## src/rtl/ata_be_pkg.sv

```systemverilog
package ata_be_pkg;

  localparam int WIN_BITS  = 12;
  localparam int SLOT_BITS = 4;
  localparam int IDX_W     = WIN_BITS - SLOT_BITS;
  localparam int BUS_W     = 32;
  localparam int BUS_LANES = BUS_W / 8;

  localparam logic [IDX_W-1:0] IDX_DATA   = 8'h00;
  localparam logic [IDX_W-1:0] IDX_TF_LO  = 8'h01;
  localparam logic [IDX_W-1:0] IDX_TF_HI  = 8'h07;
  localparam logic [IDX_W-1:0] IDX_ALT_A  = 8'h08;
  localparam logic [IDX_W-1:0] IDX_ALT_B  = 8'h16;
  localparam logic [IDX_W-1:0] IDX_TIMING = 8'h20;
  localparam logic [IDX_W-1:0] IDX_IRQ    = 8'h30;

  localparam int IRQ_N   = 2;
  localparam int IRQ_DMA = 0;
  localparam int IRQ_DRV = 1;

  typedef enum logic [1:0] {
    SZ_BYTE = 2'd0,
    SZ_HALF = 2'd1,
    SZ_WORD = 2'd2,
    SZ_RSVD = 2'd3
  } acc_size_e;

  typedef enum logic [2:0] {
    TGT_NONE,
    TGT_TASKFILE,
    TGT_ALTCTL,
    TGT_DATA,
    TGT_TIMING,
    TGT_IRQ
  } tgt_e;

endpackage

```

## src/rtl/ata_be_decode.sv

```systemverilog
module ata_be_decode
  import ata_be_pkg::*;
#(
  parameter int ADDR_W = 16
) (
  input  logic [ADDR_W-1:0] addr,
  input  logic [1:0]        size,
  output tgt_e              tgt,
  output logic [IDX_W-1:0]  idx
);

  localparam int IDX_MSB = WIN_BITS - 1;

  assign idx = addr[IDX_MSB:SLOT_BITS];

  always_comb begin
    tgt = TGT_NONE;
    case (size)
      SZ_BYTE: begin
        if (idx >= IDX_TF_LO && idx <= IDX_TF_HI) begin
          tgt = TGT_TASKFILE;
        end else if (idx == IDX_ALT_A || idx == IDX_ALT_B) begin
          tgt = TGT_ALTCTL;
        end
      end
      SZ_HALF: begin
        if (idx == IDX_DATA) begin
          tgt = TGT_DATA;
        end
      end
      SZ_WORD: begin
        if (idx == IDX_DATA) begin
          tgt = TGT_DATA;
        end else if (idx == IDX_TIMING) begin
          tgt = TGT_TIMING;
        end else if (idx == IDX_IRQ) begin
          tgt = TGT_IRQ;
        end
      end
      default: tgt = TGT_NONE;
    endcase
  end

endmodule

```

## src/rtl/ata_be_bswap.sv

```systemverilog
module ata_be_bswap #(
  parameter int LANES = 4
) (
  input  logic [8*LANES-1:0] din,
  output logic [8*LANES-1:0] dout
);

  for (genvar g = 0; g < LANES; g++) begin : g_lane
    assign dout[8*g +: 8] = din[8*(LANES-1-g) +: 8];
  end

endmodule

```

## src/rtl/ata_be_irqstat.sv

```systemverilog
module ata_be_irqstat #(
  parameter int                N         = 2,
  parameter logic [N-1:0]      CLR_MASK  = '1
) (
  input  logic         clk,
  input  logic         rst_n,
  input  logic [N-1:0] lvl,
  input  logic [N-1:0] clr,
  output logic [N-1:0] state
);

  logic [N-1:0] prev_q, prev_d;
  logic [N-1:0] state_q, state_d;

  for (genvar n = 0; n < N; n++) begin : g_chan
    always_comb begin
      state_d[n] = state_q[n];
      if (lvl[n] != prev_q[n]) begin
        state_d[n] = lvl[n];
      end else if (CLR_MASK[n] && clr[n]) begin
        state_d[n] = 1'b0;
      end
    end
  end

  assign prev_d = lvl;

  always_ff @(posedge clk or negedge rst_n) begin
    if (!rst_n) begin
      prev_q  <= '0;
      state_q <= '0;
    end else begin
      prev_q  <= prev_d;
      state_q <= state_d;
    end
  end

  assign state = state_q;

endmodule

```

## src/rtl/ata_be_regif.sv

```systemverilog
module ata_be_regif
  import ata_be_pkg::*;
#(
  parameter int ADDR_W = 16
) (
  input  logic              clk,
  input  logic              rst_n,
  input  logic              req,
  input  logic              we,
  input  logic [1:0]        size,
  input  logic [ADDR_W-1:0] addr,
  input  logic [31:0]       wdata,
  output logic [31:0]       rdata,
  output logic              rvalid,
  output logic [2:0]        tf_idx,
  output logic              tf_rd,
  output logic              tf_wr,
  output logic [7:0]        tf_wdata,
  input  logic [7:0]        tf_rdata,
  output logic              ctl_wr,
  output logic [7:0]        ctl_wdata,
  output logic              alt_rd,
  input  logic [7:0]        alt_rdata,
  output logic              dp_rd,
  output logic              dp_wr,
  output logic              dp_wide,
  output logic [31:0]       dp_wdata,
  input  logic [31:0]       dp_rdata,
  input  logic              dma_irq_i,
  input  logic              drv_irq_i,
  output logic              dma_irq_o,
  output logic              drv_irq_o
);

  localparam int HALF_W    = BUS_W / 2;
  localparam int HALF_LN   = BUS_LANES / 2;
  localparam int TF_IDX_W  = 3;

  tgt_e             tgt;
  logic [IDX_W-1:0] idx;
  logic             acc_rd, acc_wr;
  logic [BUS_W-1:0] wsw_word, rsw_word, rd_word_raw;
  logic [HALF_W-1:0] wsw_half, rsw_half;
  logic [BUS_W-1:0] timing_q, timing_d;
  logic             tim_en;
  logic [BUS_W-1:0] rdata_q, rdata_d;
  logic             rvalid_q, rvalid_d;
  logic [IRQ_N-1:0] irq_lvl, irq_clr, irq_state;
  logic [BUS_W-1:0] irq_word;
  logic             dma_bit, drv_bit;

  ata_be_decode #(.ADDR_W(ADDR_W)) u_dec (
    .addr (addr),
    .size (size),
    .tgt  (tgt),
    .idx  (idx)
  );

  ata_be_bswap #(.LANES(BUS_LANES)) u_wswap_w (.din(wdata), .dout(wsw_word));
  ata_be_bswap #(.LANES(HALF_LN))   u_wswap_h (.din(wdata[HALF_W-1:0]), .dout(wsw_half));
  ata_be_bswap #(.LANES(BUS_LANES)) u_rswap_w (.din(rd_word_raw), .dout(rsw_word));
  ata_be_bswap #(.LANES(HALF_LN))   u_rswap_h (.din(dp_rdata[HALF_W-1:0]), .dout(rsw_half));

  assign acc_rd = req && !we;
  assign acc_wr = req && we;

  // downstream strobes
  assign tf_idx    = idx[TF_IDX_W-1:0];
  assign tf_rd     = acc_rd && (tgt == TGT_TASKFILE);
  assign tf_wr     = acc_wr && (tgt == TGT_TASKFILE);
  assign tf_wdata  = wdata[7:0];
  assign alt_rd    = acc_rd && (tgt == TGT_ALTCTL);
  assign ctl_wr    = acc_wr && (tgt == TGT_ALTCTL);
  assign ctl_wdata = wdata[7:0];
  assign dp_rd     = acc_rd && (tgt == TGT_DATA);
  assign dp_wr     = acc_wr && (tgt == TGT_DATA);
  assign dp_wide   = (size == SZ_WORD);
  assign dp_wdata  = dp_wide ? wsw_word : {{HALF_W{1'b0}}, wsw_half};

  // interrupt state
  always_comb begin
    irq_lvl          = '0;
    irq_lvl[IRQ_DMA] = dma_irq_i;
    irq_lvl[IRQ_DRV] = drv_irq_i;
    irq_clr          = '0;
    irq_clr[IRQ_DMA] = acc_wr && (tgt == TGT_IRQ) && wsw_word[BUS_W-1];
  end

  ata_be_irqstat #(
    .N        (IRQ_N),
    .CLR_MASK (2'b01)
  ) u_irq (
    .clk   (clk),
    .rst_n (rst_n),
    .lvl   (irq_lvl),
    .clr   (irq_clr),
    .state (irq_state)
  );

  for (genvar n = 0; n < BUS_W; n++) begin : g_irqw
    if (n >= BUS_W - IRQ_N) begin : g_live
      assign irq_word[n] = irq_state[BUS_W-1-n];
    end else begin : g_zero
      assign irq_word[n] = 1'b0;
    end
  end

  assign dma_bit   = irq_state[IRQ_DMA];
  assign drv_bit   = irq_state[IRQ_DRV];
  assign dma_irq_o = dma_irq_i;
  assign drv_irq_o = drv_irq_i;

  // timing register
  assign tim_en = acc_wr && (tgt == TGT_TIMING);

  always_comb begin
    timing_d = timing_q;
    if (tim_en) begin
      timing_d = wsw_word;
    end
  end

  // read path
  always_comb begin
    case (tgt)
      TGT_TIMING: rd_word_raw = timing_q;
      TGT_IRQ:    rd_word_raw = irq_word;
      default:    rd_word_raw = dp_rdata;
    endcase
  end

  always_comb begin
    rdata_d = rdata_q;
    if (acc_rd) begin
      case (tgt)
        TGT_TASKFILE: rdata_d = {{(BUS_W-8){1'b0}}, tf_rdata};
        TGT_ALTCTL:   rdata_d = {{(BUS_W-8){1'b0}}, alt_rdata};
        TGT_DATA: begin
          if (size == SZ_HALF) begin
            rdata_d = {{HALF_W{1'b0}}, rsw_half};
          end else begin
            rdata_d = rsw_word;
          end
        end
        TGT_TIMING,
        TGT_IRQ:      rdata_d = rsw_word;
        default: begin
          case (size)
            SZ_BYTE: rdata_d = {{(BUS_W-8){1'b0}}, 8'hFF};
            SZ_HALF: rdata_d = {{HALF_W{1'b0}}, {HALF_W{1'b1}}};
            SZ_WORD: rdata_d = {BUS_W{1'b1}};
            default: rdata_d = '0;
          endcase
        end
      endcase
    end
  end

  assign rvalid_d = acc_rd;

  always_ff @(posedge clk or negedge rst_n) begin
    if (!rst_n) begin
      timing_q <= '0;
      rdata_q  <= '0;
      rvalid_q <= 1'b0;
    end else begin
      timing_q <= timing_d;
      rdata_q  <= rdata_d;
      rvalid_q <= rvalid_d;
    end
  end

  assign rdata  = rdata_q;
  assign rvalid = rvalid_q;

endmodule

```

## config.mk

```make
export PLATFORM = sky130hd
export DESIGN_NAME = ata_be_regif
export DESIGN_NICKNAME = d
export VERILOG_FILES = /design/src/rtl/ata_be_pkg.sv /design/src/rtl/ata_be_decode.sv /design/src/rtl/ata_be_bswap.sv /design/src/rtl/ata_be_irqstat.sv /design/src/rtl/ata_be_regif.sv
export SDC_FILE = /design/constraint.sdc
export NUM_CORES = 1
export LEC_CHECK = 0
export BUFFER_PORTS_ARGS = -buffer_cell sky130_fd_sc_hd__buf_2
export CORE_MARGIN = 3
export CORE_UTILIZATION = 40
export CTS_CLUSTER_SIZE = 20
export DETAILED_ROUTE_END_ITERATION = 8
export GPL_ROUTABILITY_DRIVEN = 0
export PLACE_DENSITY = 0.7
export SYNTH_ARGS = -nofsm -noshare
export SYNTH_HDL_FRONTEND = slang
export SYNTH_HIERARCHICAL = 1
export SYNTH_SLANG_ARGS = --single-unit
```

## constraint.sdc

```tcl
create_clock -name clk -period 1.6 [get_ports clk]
set_input_delay 0.08 -clock clk [delete_from_list [all_inputs] [get_ports clk]]
set_output_delay 0.08 -clock clk [all_outputs]
set_load 0.05 [all_outputs]
```

==> flow_metrics.tcl <==
set metrics [dict create \
    drv_cap 0 \
    ant_nets 0 \
    violations "setup timing" \
    r2r-end "rdata[6]" \
    power_density_nw_per_um2 763 \
    first_global_vias 4557 \
    groute.usage.overall 0.220 \
    drt-vias-per-instance 5.17 \
    clockRootBuffer "clkbuf_16" \
    hpwlAfterDp_um 11200 \
    routed_wl_um 16500 \
    holdPathStages 2 \
    relSlewSlack 0.740 \
    rsz0062_at_grt "yes" \
    gr-max-usage-layer "met2" \
    drt_iter0_drc 257 \
    cts_made_buffers 9 \
    timing.clock.skew_ps 6.37 \
    synth_cells 569 \
    period_minus_slack_ps 2050 \
    cts-htree-levels 3 \
    max-vdd-ir-drop_mv 0.361 \
    status "complete, but fails checks" \
    cts.sinks 69 \
    firstDrtPassIters 4 \
    tightest_slew_ps 390 \
    min_from "wdata[23]" \
    grt_max_degree 70 \
    fp.coreArea_um2 12700 \
    post_drt_wl_per_cell_um 18.5 \
    drive_gt1_frac 0.569 \
    cts_tree "yes" \
    syn-mean-instance-area_um2 9.17 \
    die_area_um2 14400 \
    fin_nets 823 \
    syn_area_um2 5220 \
    synth_nets 678 \
    yosysWarnings 6 \
    leakage_nw 3.34 \
    rrSetupSlack_ps 220 \
    hold_violations 0 \
    initial_core_util 0.412 \
    hp-class "input port to register" \
    timing.final.crit_share 1.28 \
    path_clk_slew_ps 50 \
    grt_pass1_wl_um 24900 \
    io_pins 197 \
    crit_fanout 4 \
    crit_path_end_kind "output pin" \
    whs_ps 8.36 \
    use_met3 0.0416 \
    dp_slack_ps -726 \
    cp.arrival_ps 1970 \
    use_met2 0.355 \
    route.detailed.drc 0 \
    timing.fmax_mhz 487 \
    fp.dieW_um 120 \
    reg2reg_depth 5 \
    fp-row-count 41 \
    setup_slack_ps -452 \
    drv_slew 0 \
    r2r-start "u_irq/state[1]" \
    min_to "timing_q[15]" \
    clk_latency_ps 330 \
    area_growth_pct 37.7 \
    vias 4615 \
    finalSetupViolations 71 \
    cp.required_ps 1520 \
    overflow 0 \
    die_y_um 120 \
    critPathKind "input port to output pin" \
    start_kind "input port" \
    io_buffers 188 \
    antenna_found_initial 3 \
    cts.path.max_buffers 2 \
    met1_usage 0.292 \
]
-- worst max-delay path, stage by stage --
cell       delay, ps
buf_8            100
buf_4            120
buf_4            130
xor2_2           150
o211ai_2         130
a2111oi_4        370
buf_4            220
nor3b_4          230
buf_6            150
nor2b_4          130
buf_6            160
-- final cells by class --
cell class	instances	area [µm²]
inverter	4	15.0
clock inverter	6	38.8
clock buffer	10	229
tap	172	215
timing repair buffer	284	2080
antenna	1	2.50
fill	1068	5490
multi-input combinational	346	2870
sequential	69	1730
-- routing by layer --
layer	part of all wire	vias to the layer above
met3	0.071	49
met1	0.42	2190
met4	0.031	4
met2	0.47	236
met5	0.0013	-
li1	-	2136
-- through the flow --
stage	total power [mW]	area, µm²	instances	setup TNS [ps]	utilization
finish	5.48	7180	892	-23060	0.567
global route	5.70	7180	892	-26650	0.567
CTS	5.45	6940	881	-17660	0.548
detailed placement	3.53	5920	825	-41160	0.467
global placement	3.51	5920	825	-35950	0.467
floorplan	3.19	5460	569	-18790	-
-- flip-flops by register name, indices dropped and copies added (netlist names) --
name / flops
u_irq/prev_q: 2
rvalid: 1
u_irq/state: 2
timing_q: 32
rdata: 32
-- where the power goes --
| part | switching (mW) | internal [mW] |
|---|---|---|
| logic | 1.15 | 0.560 |
| clock network | 0.766 | 1.05 |
| registers | 0.0806 | 1.88 |
-- cells in the final DEF, fill, tap and decap left out, types with 12 or more instances in the layout --
master / instances
o21ai_2: 12
nor2_1: 26
buf_2: 161
mux2_4: 35
and2_1: 17
dlygate4sd3_1: 15
nand3b_1: 40
mux2_2: 22
dfrtp_1: 69
buf_6: 34
buf_4: 59
nand2_1: 67
-- how the worst max path moves through the flow --
stage	start	slack, ps	end
finish	addr[7]	-450	ctl_wr
global route	addr[7]	-510	rdata[13]
floorplan	size[0]	-460	rdata[0]
detailed placement	addr[6]	-730	rdata[1]
CTS	addr[6]	-380	ctl_wr
global placement	addr[6]	-610	rdata[0]
-- what timing repair did --
action	4_1_cts	5_1_grt
cloned	6	1
setup buffers	19	9
resized for setup	111	43
setup endpoints to repair	93	92
pin swaps	43	28
endpoints found under the hold margin	83	0
hold buffers	15	0
Note: power is estimated with default switching activity, not from simulation.
